<file path="src/rtl/dsa_pkg.sv">
`timescale 1ns/1ps
package dsa_pkg;
  localparam int B_BUSERR  = 0;
  localparam int B_START   = 1;
  localparam int B_END     = 2;
  localparam int B_STOP    = 3;
  localparam int B_RAS     = 4;
  localparam int B_REQ     = 8;
  localparam int B_EOR     = 9;
  localparam int B_CMP     = 10;
  localparam int B_MASKRUN = 22;
  localparam int B_RASEN   = 23;
  localparam int B_CMPCLR  = 24;
  localparam int B_CMPSET  = 25;
  localparam int B_EOREN   = 28;
  localparam int B_STOPEN  = 29;
  localparam int B_RUN     = 31;

  localparam logic [31:0] KEEP_MASK = 32'h0000_071F;
  localparam logic [31:0] LOAD_MASK = 32'hFC80_0000;
  localparam logic [31:0] W1C_MASK  = 32'h0000_0207;
  localparam logic [31:0] RST_VAL   = 32'h0000_0008;
  localparam int          SUM_OFS   = 'hF0;

  typedef struct packed {
    logic start;
    logic fin;
    logic stop;
    logic ras;
    logic eor;
  } evt_t;
endpackage

</file>
<file path="src/rtl/dsa_bus_dec.sv">
`timescale 1ns/1ps
module dsa_bus_dec #(
  parameter int NUM_CH = 32,
  parameter int AW     = 8,
  localparam int IDX_W = $clog2(NUM_CH),
  localparam int WI    = AW - 2
) (
  input  logic [AW-1:0]    addr_i,
  input  logic             we_i,
  output logic [NUM_CH-1:0] wr_o,
  output logic             is_sum_o,
  output logic             unmapped_o,
  output logic [IDX_W-1:0] idx_o
);
  import dsa_pkg::*;

  logic [WI-1:0] word_idx;
  logic          aligned, hit_ch;

  assign word_idx   = addr_i[AW-1:2];
  assign aligned    = (addr_i[1:0] == 2'b00);
  assign hit_ch     = aligned && (word_idx < WI'(NUM_CH));
  assign is_sum_o   = aligned && (word_idx == WI'(SUM_OFS >> 2));
  assign unmapped_o = !hit_ch && !is_sum_o;
  assign idx_o      = word_idx[IDX_W-1:0];

  for (genvar i = 0; i < NUM_CH; i++) begin : g_wr
    assign wr_o[i] = we_i && hit_ch && (word_idx == WI'(i));
  end
endmodule

</file>
<file path="src/rtl/dsa_ch_csr.sv">
`timescale 1ns/1ps
module dsa_ch_csr (
  input  logic          clk_i,
  input  logic          rst_ni,
  input  logic          wr_i,
  input  logic [31:0]   wdata_i,
  input  dsa_pkg::evt_t evt_i,
  output logic [31:0]   csr_o,
  output logic          run_o
);
  import dsa_pkg::*;

  logic [31:0] csr_q, csr_d;

  always_comb begin
    csr_d = csr_q;
    if (wr_i) begin
      csr_d = (csr_q & KEEP_MASK & ~(wdata_i & W1C_MASK)) | (wdata_i & LOAD_MASK);
      if (csr_d[B_STOPEN])                         csr_d[B_STOP] = 1'b0;
      if (wdata_i[B_RUN])                          csr_d[B_STOP] = 1'b0;
      if (!wdata_i[B_RUN] && !wdata_i[B_MASKRUN])  csr_d[B_STOP] = 1'b1;
      if (wdata_i[B_CMPCLR])                       csr_d[B_CMP]  = 1'b0;
      if (wdata_i[B_CMPSET])                       csr_d[B_CMP]  = 1'b1;
    end
    // events override same-cycle clears
    if (evt_i.start) csr_d[B_START] = 1'b1;
    if (evt_i.fin)   csr_d[B_END]   = 1'b1;
    if (evt_i.stop)  csr_d[B_STOP]  = 1'b1;
    if (evt_i.ras)   csr_d[B_RAS]   = 1'b1;
    if (evt_i.eor)   csr_d[B_EOR]   = 1'b1;
  end

  always_ff @(posedge clk_i or negedge rst_ni) begin
    if (!rst_ni) csr_q <= RST_VAL;
    else         csr_q <= csr_d;
  end

  assign csr_o = csr_q;
  assign run_o = csr_q[B_RUN] & ~csr_q[B_STOP];


  w1c_end_chk: assert property (@(posedge clk_i) disable iff (!rst_ni)
    wr_i && wdata_i[B_END] && !evt_i.fin |=> !csr_o[B_END]);

  run_rise_chk: assert property (@(posedge clk_i) disable iff (!rst_ni)
    $rose(run_o) |-> $past(wr_i && wdata_i[B_RUN]));

  cmp_set_chk: assert property (@(posedge clk_i) disable iff (!rst_ni)
    wr_i && wdata_i[B_CMPSET] |=> csr_o[B_CMP]);

  stop_evt_chk: assert property (@(posedge clk_i) disable iff (!rst_ni)
    evt_i.stop |=> csr_o[B_STOP] && !run_o);
endmodule

</file>
<file path="src/rtl/dsa_irq_agg.sv">
`timescale 1ns/1ps
module dsa_irq_agg #(
  parameter int NUM_CH = 32
) (
  input  logic [NUM_CH-1:0][31:0] csr_i,
  output logic [NUM_CH-1:0]       sum_o,
  output logic                    irq_o
);
  import dsa_pkg::*;

  for (genvar i = 0; i < NUM_CH; i++) begin : g_src
    logic gated, ungated;
    assign gated   = (csr_i[i][B_STOP] & csr_i[i][B_STOPEN])
                   | (csr_i[i][B_EOR]  & csr_i[i][B_EOREN])
                   | (csr_i[i][B_RAS]  & csr_i[i][B_RASEN]);
    assign ungated = csr_i[i][B_START] | csr_i[i][B_END];
    assign sum_o[i] = gated | ungated;
  end

  assign irq_o = |sum_o;
endmodule

</file>
<file path="src/rtl/dma_stat_agg.sv">
`timescale 1ns/1ps
module dma_stat_agg #(
  parameter int NUM_CH = 32,
  parameter int AW     = 8
) (
  input  logic              clk_i,
  input  logic              rst_ni,
  input  logic              bus_we_i,
  input  logic              bus_re_i,
  input  logic [AW-1:0]     bus_addr_i,
  input  logic [31:0]       bus_wdata_i,
  output logic [31:0]       bus_rdata_o,
  output logic              bus_err_o,
  input  logic [NUM_CH-1:0] ev_start_i,
  input  logic [NUM_CH-1:0] ev_end_i,
  input  logic [NUM_CH-1:0] ev_stop_i,
  input  logic [NUM_CH-1:0] ev_ras_i,
  input  logic [NUM_CH-1:0] ev_eor_i,
  input  logic [NUM_CH-1:0] req_active_i,
  output logic [NUM_CH-1:0] run_o,
  output logic              irq_o
);
  import dsa_pkg::*;

  localparam int IDX_W = $clog2(NUM_CH);

  logic [NUM_CH-1:0]       wr_sel;
  logic                    is_sum, unmapped;
  logic [IDX_W-1:0]        idx;
  logic [NUM_CH-1:0][31:0] csr_all;
  logic [NUM_CH-1:0]       sum;
  logic [31:0]             ch_val, rd_val;

  dsa_bus_dec #(.NUM_CH(NUM_CH), .AW(AW)) u_dec (
    .addr_i     (bus_addr_i),
    .we_i       (bus_we_i),
    .wr_o       (wr_sel),
    .is_sum_o   (is_sum),
    .unmapped_o (unmapped),
    .idx_o      (idx)
  );

  for (genvar i = 0; i < NUM_CH; i++) begin : g_ch
    evt_t ev;
    assign ev = '{start: ev_start_i[i], fin: ev_end_i[i], stop: ev_stop_i[i],
                  ras: ev_ras_i[i], eor: ev_eor_i[i]};
    dsa_ch_csr u_csr (
      .clk_i   (clk_i),
      .rst_ni  (rst_ni),
      .wr_i    (wr_sel[i]),
      .wdata_i (bus_wdata_i),
      .evt_i   (ev),
      .csr_o   (csr_all[i]),
      .run_o   (run_o[i])
    );
  end

  dsa_irq_agg #(.NUM_CH(NUM_CH)) u_agg (
    .csr_i (csr_all),
    .sum_o (sum),
    .irq_o (irq_o)
  );

  assign ch_val = csr_all[idx] | (32'(req_active_i[idx]) << B_REQ);
  assign rd_val = is_sum ? 32'(sum) : ch_val;

  always_ff @(posedge clk_i or negedge rst_ni) begin
    if (!rst_ni) begin
      bus_rdata_o <= '0;
      bus_err_o   <= 1'b0;
    end else begin
      bus_rdata_o <= (bus_re_i && !unmapped) ? rd_val : '0;
      bus_err_o   <= (bus_re_i || bus_we_i) && unmapped;
    end
  end

  initial begin
    // summary word holds one bit per channel
    num_ch_chk: assert (NUM_CH >= 2 && NUM_CH <= 32);
  end


  err_zero_chk: assert property (@(posedge clk_i) disable iff (!rst_ni)
    bus_err_o |-> bus_rdata_o == '0);

  err_src_chk: assert property (@(posedge clk_i) disable iff (!rst_ni)
    $rose(bus_err_o) |-> $past(bus_re_i || bus_we_i));
endmodule

</file>
<file path="config.mk">
export PLATFORM = sky130hd
export DESIGN_NAME = dma_stat_agg
export DESIGN_NICKNAME = d
export VERILOG_FILES = /design/src/rtl/dsa_pkg.sv /design/src/rtl/dsa_bus_dec.sv /design/src/rtl/dsa_ch_csr.sv /design/src/rtl/dsa_irq_agg.sv /design/src/rtl/dma_stat_agg.sv
export SDC_FILE = /design/constraint.sdc
export NUM_CORES = 1
export LEC_CHECK = 0
export BUFFER_PORTS_ARGS = -buffer_cell sky130_fd_sc_hd__buf_2
export CAP_MARGIN = 20
export CORE_ASPECT_RATIO = 0.9
export CORE_MARGIN = 1
export CORE_UTILIZATION = 30
export DETAILED_ROUTE_END_ITERATION = 8
export GPL_TIMING_DRIVEN = 0
export PLACE_DENSITY = 0.45
export SYNTH_ARGS = -nofsm -noshare
export SYNTH_HDL_FRONTEND = slang
export SYNTH_SLANG_ARGS = --single-unit
export TNS_END_PERCENT = 20
</file>
<file path="constraint.sdc">
create_clock -name clk_i -period 2.9 [get_ports clk_i]
set_clock_uncertainty 0.05 [all_clocks]
set_input_delay 0.145 -clock clk_i [delete_from_list [all_inputs] [get_ports clk_i]]
set_output_delay 0.145 -clock clk_i [all_outputs]
set_load 0.05 [all_outputs]
</file>
==> run summary, run 1 <==
The flow ran to the end, but the final reports show violations. The checks that failed: setup timing. Setup repair after global routing could not meet its margin everywhere. The mean instance size in the synthesized netlist came out at 13.3 um2.

The setup slack after placement came out at -0.738 ns. The maximum operating frequency is 331 MHz. The number of max-cap violations came out at 0. The count of final max-slew check failures is 0. The number of optimization iterations in the first detailed-route pass is 5. The TritonCTS clock tree is done. The final-stage net count is 2490.

In this run the worst path has a maximum fanout of 3. The post-detailed-route wirelength per cell is 29.7 um. The width of the chip came out at 293 um. Of all cell types, the one taking the most synthesized area is sky130_fd_sc_hd__dfrtp_1. The top-area cell type share of the netlist area is 49.1%. The area of all placed cells without fillers is 29800 um2. The remaining global-route overflow is 0.

The initial core utilization is 30.5%. The mux share of post-synthesis cell area is 24.3%. Counting every net in the synthesized netlist gives 1954. The number of top-level design ports came out at 302.

The wire length of the first global-routing pass came out at 140 mm. Among all stages on the critical path, the largest delay is contributed by sky130_fd_sc_hd__dfrtp_1. The later-pin clock latency in the skew report is 0.63 ns. The standard-cell row count is 95. Among all flip-flop cells after synthesis, the most frequent one is sky130_fd_sc_hd__dfrtp_1. The synthesized netlist devotes 11.2% of its cell area to compound gates. After layout, the worst setup slack is -0.124 ns. The number of synthesized flops with an enable pin is 0. The xor and xnor fraction of the mapped netlist area is 0%. Compared with the post-synthesis result, the final layout area differs by 30.3%.

The required arrival time at the worst endpoint came out at 2.71 ns. The power density relative to cell area came out at 541 nW/um2. The top cell family by delay on the critical path is simple AND/OR/NAND/NOR gates. The aggregate global-route resource usage is 25.5%.

The cell count after placement came out at 3034. The number of vias per cell is 5.48. The die covers 77500 um2. STA classifies the critical path startpoint as a flop. The instance area after placement is 25800 um2. The type of the worst min-delay path is input pin to async pin. The number of buffers on the longest clock path is 3. The clock-pin slew reported for the worst setup and hold paths after clock tree synthesis is 0.06 ns.

The timing startpoint of the critical path is g_ch[29].u_csr.csr_o[4]. The area occupied by registers is 12100 um2. The analysis attributes to cell leakage a power of 12.5 nW. The worst slew margin relative to its limit is 24.1%. The number of library cell types mapped by synthesis is 51.

The worst-case IR drop observed on VDD is 0.423 mV. The count of input and output buffers is 283. Counting the fill cells in the layout gives 7318.

The final clock period utilization by the worst path is 104%. The post-synthesis instance total is 1718. The total clock buffers created by CTS came out at 56. At the end of routability-driven placement, the weighted congestion stood at 0.918.

The count of nets left with antenna violations once routing finished came out at 0. The critical path data arrival time came out at 2.83 ns. After synthesis, the cell types taking the most area are sky130_fd_sc_hd__dfrtp_1, sky130_fd_sc_hd__mux2_2, sky130_fd_sc_hd__mux4_2, sky130_fd_sc_hd__dfstp_2, sky130_fd_sc_hd__a21o_1. The signal on the critical path passes through a22o_1 > a2111oi_2 > nand4b_1 > nor4_4 > nand4_1 > buf_6.

The final number of hold-violating endpoints is 0. Counting both buffers and inverters, the worst setup path holds a total of 1. For this run, the slowest stage of the critical path takes 0.49 ns. The worst setup path is captured at a primary output. The largest net degree at the start of global routing is 115.

The area of the mapped netlist came out at 22900 um2. The initial antenna violation count came to 4. The clock tree root driver cell is sky130_fd_sc_hd__clkbuf_16. After routing, the total negative slack on setup checks comes to -0.124 ns. The routed wire length came out at 98.7 mm.

The via count of the first global-routing pass was 18700. The core area is 75100 um2. Detailed placement finished with a half-perimeter wire length of 74.0 mm. The share of post-route cells with drive strength above 1 is 40.9%.

Yosys printed 0 warnings. Summing all multi-input logic gate instances after layout gives 10200 um2. The number of synthesized register bits is 481.

The portion of the post-synthesis area used by sequential elements came out at 52.7%. The actual transition at the worst max-transition pin came out at 1.13 ns. The adder-cell share of the synthesized area is 0%. The number of levels the H-tree was split into is 2. The critical path in this run is classified as flop to primary output. The iteration-0 DRC count of the detailed router is 1808. The sink count of the clock tree came out at 481.

Excluding fillers, the count of instances in the completed layout stands at 3320. The final cell utilization of the core is 39.7%. The startpoint identified for the worst register-to-register timing path is g_ch[22].u_csr.csr_o[4]. The count of vias placed by the detailed router came out at 18200. The count of endpoints failing setup in the final report came out at 1.

For this run, design rule violations remaining after detail routing come to 0. The time the final worst path needs with I/O delays and setup is 3.02 ns. The fraction of registers with async set or reset after synthesis came out at 100%.

The die span in y is 264 um. After synthesis, the largest family of logic cells by area is multiplexers. The basic-gate share of the synthesized area counting and, or, nand and nor cells came out at 8.16%.
[kinds of logic after synthesis]
kind of cell           after synthesis
buffers and inverters              162
multiplexers                       383
flip-flops                         481
AND/OR/NAND/NOR                    377
AO/OA/AOI/OAI                      315
[routing by layer]
layer	routed length [um]	vias to the layer above	global-route usage (%)	part of all wire (%)
li1	-	7471	-	-
met1	43600	9770	36.4	44
met2	44800	800	39.2	45
met3	7430	135	4.99	7.5
met4	2770	2	7.53	2.8
met5	7	-	0	0.0071
[worst register-to-register path, delay by kind of cell (launching register included)]
family             cells  cell delay [ns]
AOI/OAI and AO/OA      2             0.50
muxes                  2             0.92
DFF                    1             0.45
and+or+nand+nor        1             0.13
[power by group]
group | leakage [nW] | switching [mW] | internal, mW | total (mW)
Clock | 0.973 | 3.01 | 4.56 | 7.56
Combinational | 5.63 | 0.876 | 0.676 | 1.55
Sequential | 5.89 | 0.133 | 6.89 | 7.03
[placed cells by master (no fill, tap or decap), types with 29 or more instances in the layout]
cell type,netlist,layout
sky130_fd_sc_hd__dfrtp_1,449,449
sky130_fd_sc_hd__buf_2,49,332
sky130_fd_sc_hd__mux2_2,240,240
sky130_fd_sc_hd__nand2_1,185,185
sky130_fd_sc_hd__dlygate4sd3_1,0,180
sky130_fd_sc_hd__mux4_2,114,114
sky130_fd_sc_hd__a21o_1,96,96
sky130_fd_sc_hd__clkbuf_1,56,69
sky130_fd_sc_hd__clkbuf_16,0,58
sky130_fd_sc_hd__a22o_1,53,53
sky130_fd_sc_hd__nor2_1,47,47
sky130_fd_sc_hd__buf_4,43,44
sky130_fd_sc_hd__nor2b_1,41,40
sky130_fd_sc_hd__a221o_1,36,36
sky130_fd_sc_hd__or2_2,33,33
sky130_fd_sc_hd__a21boi_0,32,32
sky130_fd_sc_hd__dfstp_2,32,32
sky130_fd_sc_hd__mux2i_1,29,29
[cell usage after synthesis (all sizes together) (2+ instances only)]
cell type	instances
dfrtp	449
nand4b	4
a31oi	4
o21ai	2
o22a	7
mux4	114
o221ai	2
a21o	96
nand2	185
a21boi	32
mux2i	29
nor2	53
a221o	36
dfstp	32
nand4	7
a211oi	19
or3b	2
a22o	53
a221oi	7
a21oi	3
a2111oi	22
mux2	240
or2	33
buf	106
and3	2
nor4	4
o2111ai	7
nand3b	2
nand2b	5
nor2b	41
nor3	18
a22oi	22
clkbuf	56
nand3	16
[stage by stage]
step / power (mW) / hold WS (ns)
2_1_floorplan: 7.72 / -0.201
3_3_place_gp: 8.43 / 0.281
3_5_place_dp: 8.48 / 0.118
4_1_cts: 16.2 / 0.00744
5_1_grt: 16.6 / 0.0417
6_report: 16.1 / 0.0255
[repair_timing]
| item | CTS | global route |
|---|---|---|
| resized for setup | 43 | 8 |
| hold endpoints to repair | 254 | 0 |
| buffers inserted | 0 | 0 |
| pin swaps | 5 | 1 |
| setup endpoints to repair | 5 | 1 |
| hold buffers | 180 | 0 |
| cloned | 0 | 0 |
[final timing paths]
path | slack [ns] | cells past startpoint | endpoint
setup / recovery | -0.12 | 6 | irq_o
hold / removal | 0.03 | 2 | g_ch[6].u_csr.csr_o[30]
setup reg to reg | 0.67 | 5 | bus_rdata_o[4]
hold reg to reg | 0.45 | 1 | g_ch[5].u_csr.csr_o[10]
max in group asynchronous | 1.21 | 4 | bus_rdata_o[17]
min in group clk_i | 0.03 | 3 | g_ch[25].u_csr.csr_o[3]
[area by class of cell]
cell class	count	area share, %
Sequential cell	481	40.5
Multi-Input combinational cell	1075	34.3
Timing Repair Buffer	478	11.5
Clock buffer	89	5.86
Tap cell	1018	4.27
Buffer	162	2.81
Clock inverter	16	0.746
Antenna cell	1	0.00839
[state kept, by name, summed over array words and instances (netlist names)]
register	count
g_ch.u_csr.csr_o	448
bus_rdata_o	32
bus_err_o	1
(Power assumes the default switching activity.)
==> run 2, diff against run 1 <==
--- a/config.mk
+++ b/config.mk
@@ -6,13 +6,12 @@
 export NUM_CORES = 1
 export LEC_CHECK = 0
 export BUFFER_PORTS_ARGS = -buffer_cell sky130_fd_sc_hd__buf_2
-export CAP_MARGIN = 20
 export CORE_ASPECT_RATIO = 0.9
 export CORE_MARGIN = 1
 export CORE_UTILIZATION = 30
 export DETAILED_ROUTE_END_ITERATION = 8
 export GPL_TIMING_DRIVEN = 0
-export PLACE_DENSITY = 0.45
+export PLACE_DENSITY = 0.48
 export SYNTH_ARGS = -nofsm -noshare
 export SYNTH_HDL_FRONTEND = slang
 export SYNTH_SLANG_ARGS = --single-unit
==> run 2 against run 1 <==
Against the previous run:
- the flow still finishes with violations (setup timing)
- routed wire length down 2.4%
- utilization down 0.18 points
- sequential power about the same
- non-clock buffer count down 8
- clock-buffer cell count down 3
- final cell count down 0.36%
- clock power down 3.2%
- fmax up 0.70%
- die area unchanged
- first-iteration DRC count up 2.9%
- total power down 1.6%
- critical path depth unchanged
- highest routed layer unchanged
==> run summary, run 2 (synthesized netlist as in run 1, its figures left out) <==
The depth of the most critical reg-to-reg path is 5. STA classifies the critical path endpoint as a primary output. The count of final max-slew check failures is 0. The die span in y came out at 264 um. The largest fanout on the critical path is 3. The share of post-route cells with drive strength above 1 is 40.9%. The final-layout fill cell count is 7232. TritonCTS built the clock tree. The startpoint identified for the worst register-to-register timing path is g_ch[23].u_csr.csr_o[4]. After detailed routing, the average wire length per cell comes to 29.1 um. The via count of the first global-routing pass is 18600. The floorplan step set the die width to 293 um. The final cell utilization of the core is 39.5%. In the final layout, flip-flops and latches occupy 12100 um2.

The number of DRC violations after detailed routing came out at 0. The final-layout worst hold slack came out at 0.0374 ns. The multi-input combinational cells in the finished layout cover a total of 10200 um2. The routed design could run at a clock period as short as 3.00 ns. The worst slew margin relative to its limit is 15.1%.

The required arrival time at the worst endpoint is 2.71 ns. The flip-flop count of the largest register, all copies and words added is 448. The number of buffers on the longest clock path is 3. The final-stage net count came out at 2482. The layout-stage area growth over the synthesis result is 29.7%. The critical path data arrival time came out at 2.81 ns. The actual transition at the worst max-transition pin came out at 1.27 ns.

The checks that failed: setup timing. The iteration-0 DRC count of the detailed router is 1860. The sink count of the clock tree came out at 481. Max-cap violations in this run came to 0. Once detail routing completed, the nets flagged for antenna violations numbered 0. The number of optimization iterations in the first detailed-route pass came out at 6. The total clock buffers created by CTS is 56.

The most frequent standard cell in the layout excluding fill and tap cells is sky130_fd_sc_hd__dfrtp_1. met2 is the most crowded layer. The largest net degree at the start of global routing came out at 119. The later-pin clock latency in the skew report is 0.62 ns. Summed over all layers, the global routing overflow is 0. The standard-cell row count is 95. The setup path with the least slack is of type flop to primary output. The top cell types in the final layout, fill and taps aside, are sky130_fd_sc_hd__dfrtp_1, sky130_fd_sc_hd__buf_2, sky130_fd_sc_hd__mux2_2. In this run the register-to-register setup slack is 0.65 ns. Once the floorplan was initialized, standard cells occupied 30.5% of the core.

The endpoint identified for the worst register-to-register timing path is bus_rdata_o[4]. The final weighted congestion in routability-driven placement came out at 0.914. The leakage dissipation is 12.4 nW. The final number of hold-violating endpoints came out at 0. In this run the power density over the cells is 535 nW/um2. Global routing used 4.69% of the available met3 tracks. The count of endpoints failing setup in the final report is 1. The worst setup path is launched from a flop. The setup total negative slack is -0.103 ns. For this block, the routed nets add up to 96.2 mm of wire. The count of input and output buffers is 283. The number of levels the H-tree was split into came out at 2. CTS placed an instance of sky130_fd_sc_hd__clkbuf_16 at the clock tree root. The setup slack after placement came out at -0.818 ns. The die outline area is 77500 um2.

The final clock period utilization by the worst path came out at 104%. The initial antenna violation count came out at 5. 302 I/O pins were placed. The wire length of the first global-routing pass is 137 mm. The clock-pin slew reported for the worst setup and hold paths after clock tree synthesis is 0.06 ns. The count of vias placed by the detailed router is 18000. Derived from the worst setup path, the maximum achievable clock frequency is 333 MHz.

Setup repair after global routing could not meet its margin everywhere. The post-layout instance count excluding filler cells is 3308. The aggregate global-route resource usage came out at 24.8%.

The worst-case IR drop observed on VDD is 0.410 mV. The met2 usage in global routing is 38.4%. The slack of the critical path came out at -0.103 ns. The global routing met1 resource utilization is 35.1%. The cell count after placement came out at 3024.

The run finished, with violations left. Detailed placement finished with a half-perimeter wire length of 72.5 mm. Dividing the detail-routed via count by the number of cells gives 5.45. The core area came out at 75100 um2. The min-delay analysis places its worst path in the category input pin to async pin.
## run 2: layout make-up
type	instances	share of cell area (%)
multi-input combinational	1075	34.4
sequential	481	40.7
buffer	162	2.85
timing repair buffer	470	11.3
tap	1018	4.29
antenna	1	0.00843
clock inverter	15	0.640
clock buffer	86	5.78
## run 2: stage by stage
step	power (mW)	instance area (um2)
finish	15.9	29700
global route	16.3	29700
CTS	16.0	29600
detailed placement	8.46	25700
global placement	8.42	25600
floorplan	7.72	22900
## run 2: report_power, final
group	internal (mW)	leakage (nW)	total [mW]	switching (mW)
combinational	0.672	5.59	1.53	0.859
clock	4.40	0.947	7.32	2.92
sequential	6.89	5.89	7.03	0.136
## run 2: worst max path at each step
stage | cells past startpoint | from | slack, ns | to
CTS | 6 | g_ch[15].u_csr.csr_o[9] | -0.18 | irq_o
global route | 6 | g_ch[15].u_csr.csr_o[9] | -0.16 | irq_o
floorplan | 5 | g_ch[15].u_csr.csr_o[9] | 0.82 | irq_o
detailed placement | 9 | bus_addr_i[2] | -0.82 | bus_rdata_o[4]
global placement | 1 | rst_ni | -8.27 | g_ch[27].u_csr.csr_o[31]
finish | 6 | g_ch[27].u_csr.csr_o[4] | -0.10 | irq_o
## run 2: layer usage
metal / part of all wire, % / routed length [um] / up-vias
li1: - / - / 7446
met2: 46 / 43900 / 844
met5: 0.031 / 30 / -
met3: 7.8 / 7500 / 146
met4: 3.0 / 2930 / 6
met1: 44 / 41900 / 9571
## run 2: timing repair
| action | 4_1_cts | 5_1_grt |
|---|---|---|
| hold buffers | 180 | 0 |
| setup buffers | 0 | 2 |
| pin swaps | 4 | 5 |
| hold endpoints to repair | 257 | 0 |
| gates resized for setup | 48 | 7 |
| setup endpoints to repair | 5 | 5 |
## run 2: critical path, stage by stage (launching register included)
cell	delay, ns
sky130_fd_sc_hd__dfrtp_2	0.45
sky130_fd_sc_hd__a22o_4	0.25
sky130_fd_sc_hd__a2111oi_4	0.36
sky130_fd_sc_hd__nand4b_1	0.23
sky130_fd_sc_hd__nor4_4	0.42
sky130_fd_sc_hd__nand4_1	0.25
sky130_fd_sc_hd__buf_6	0.23
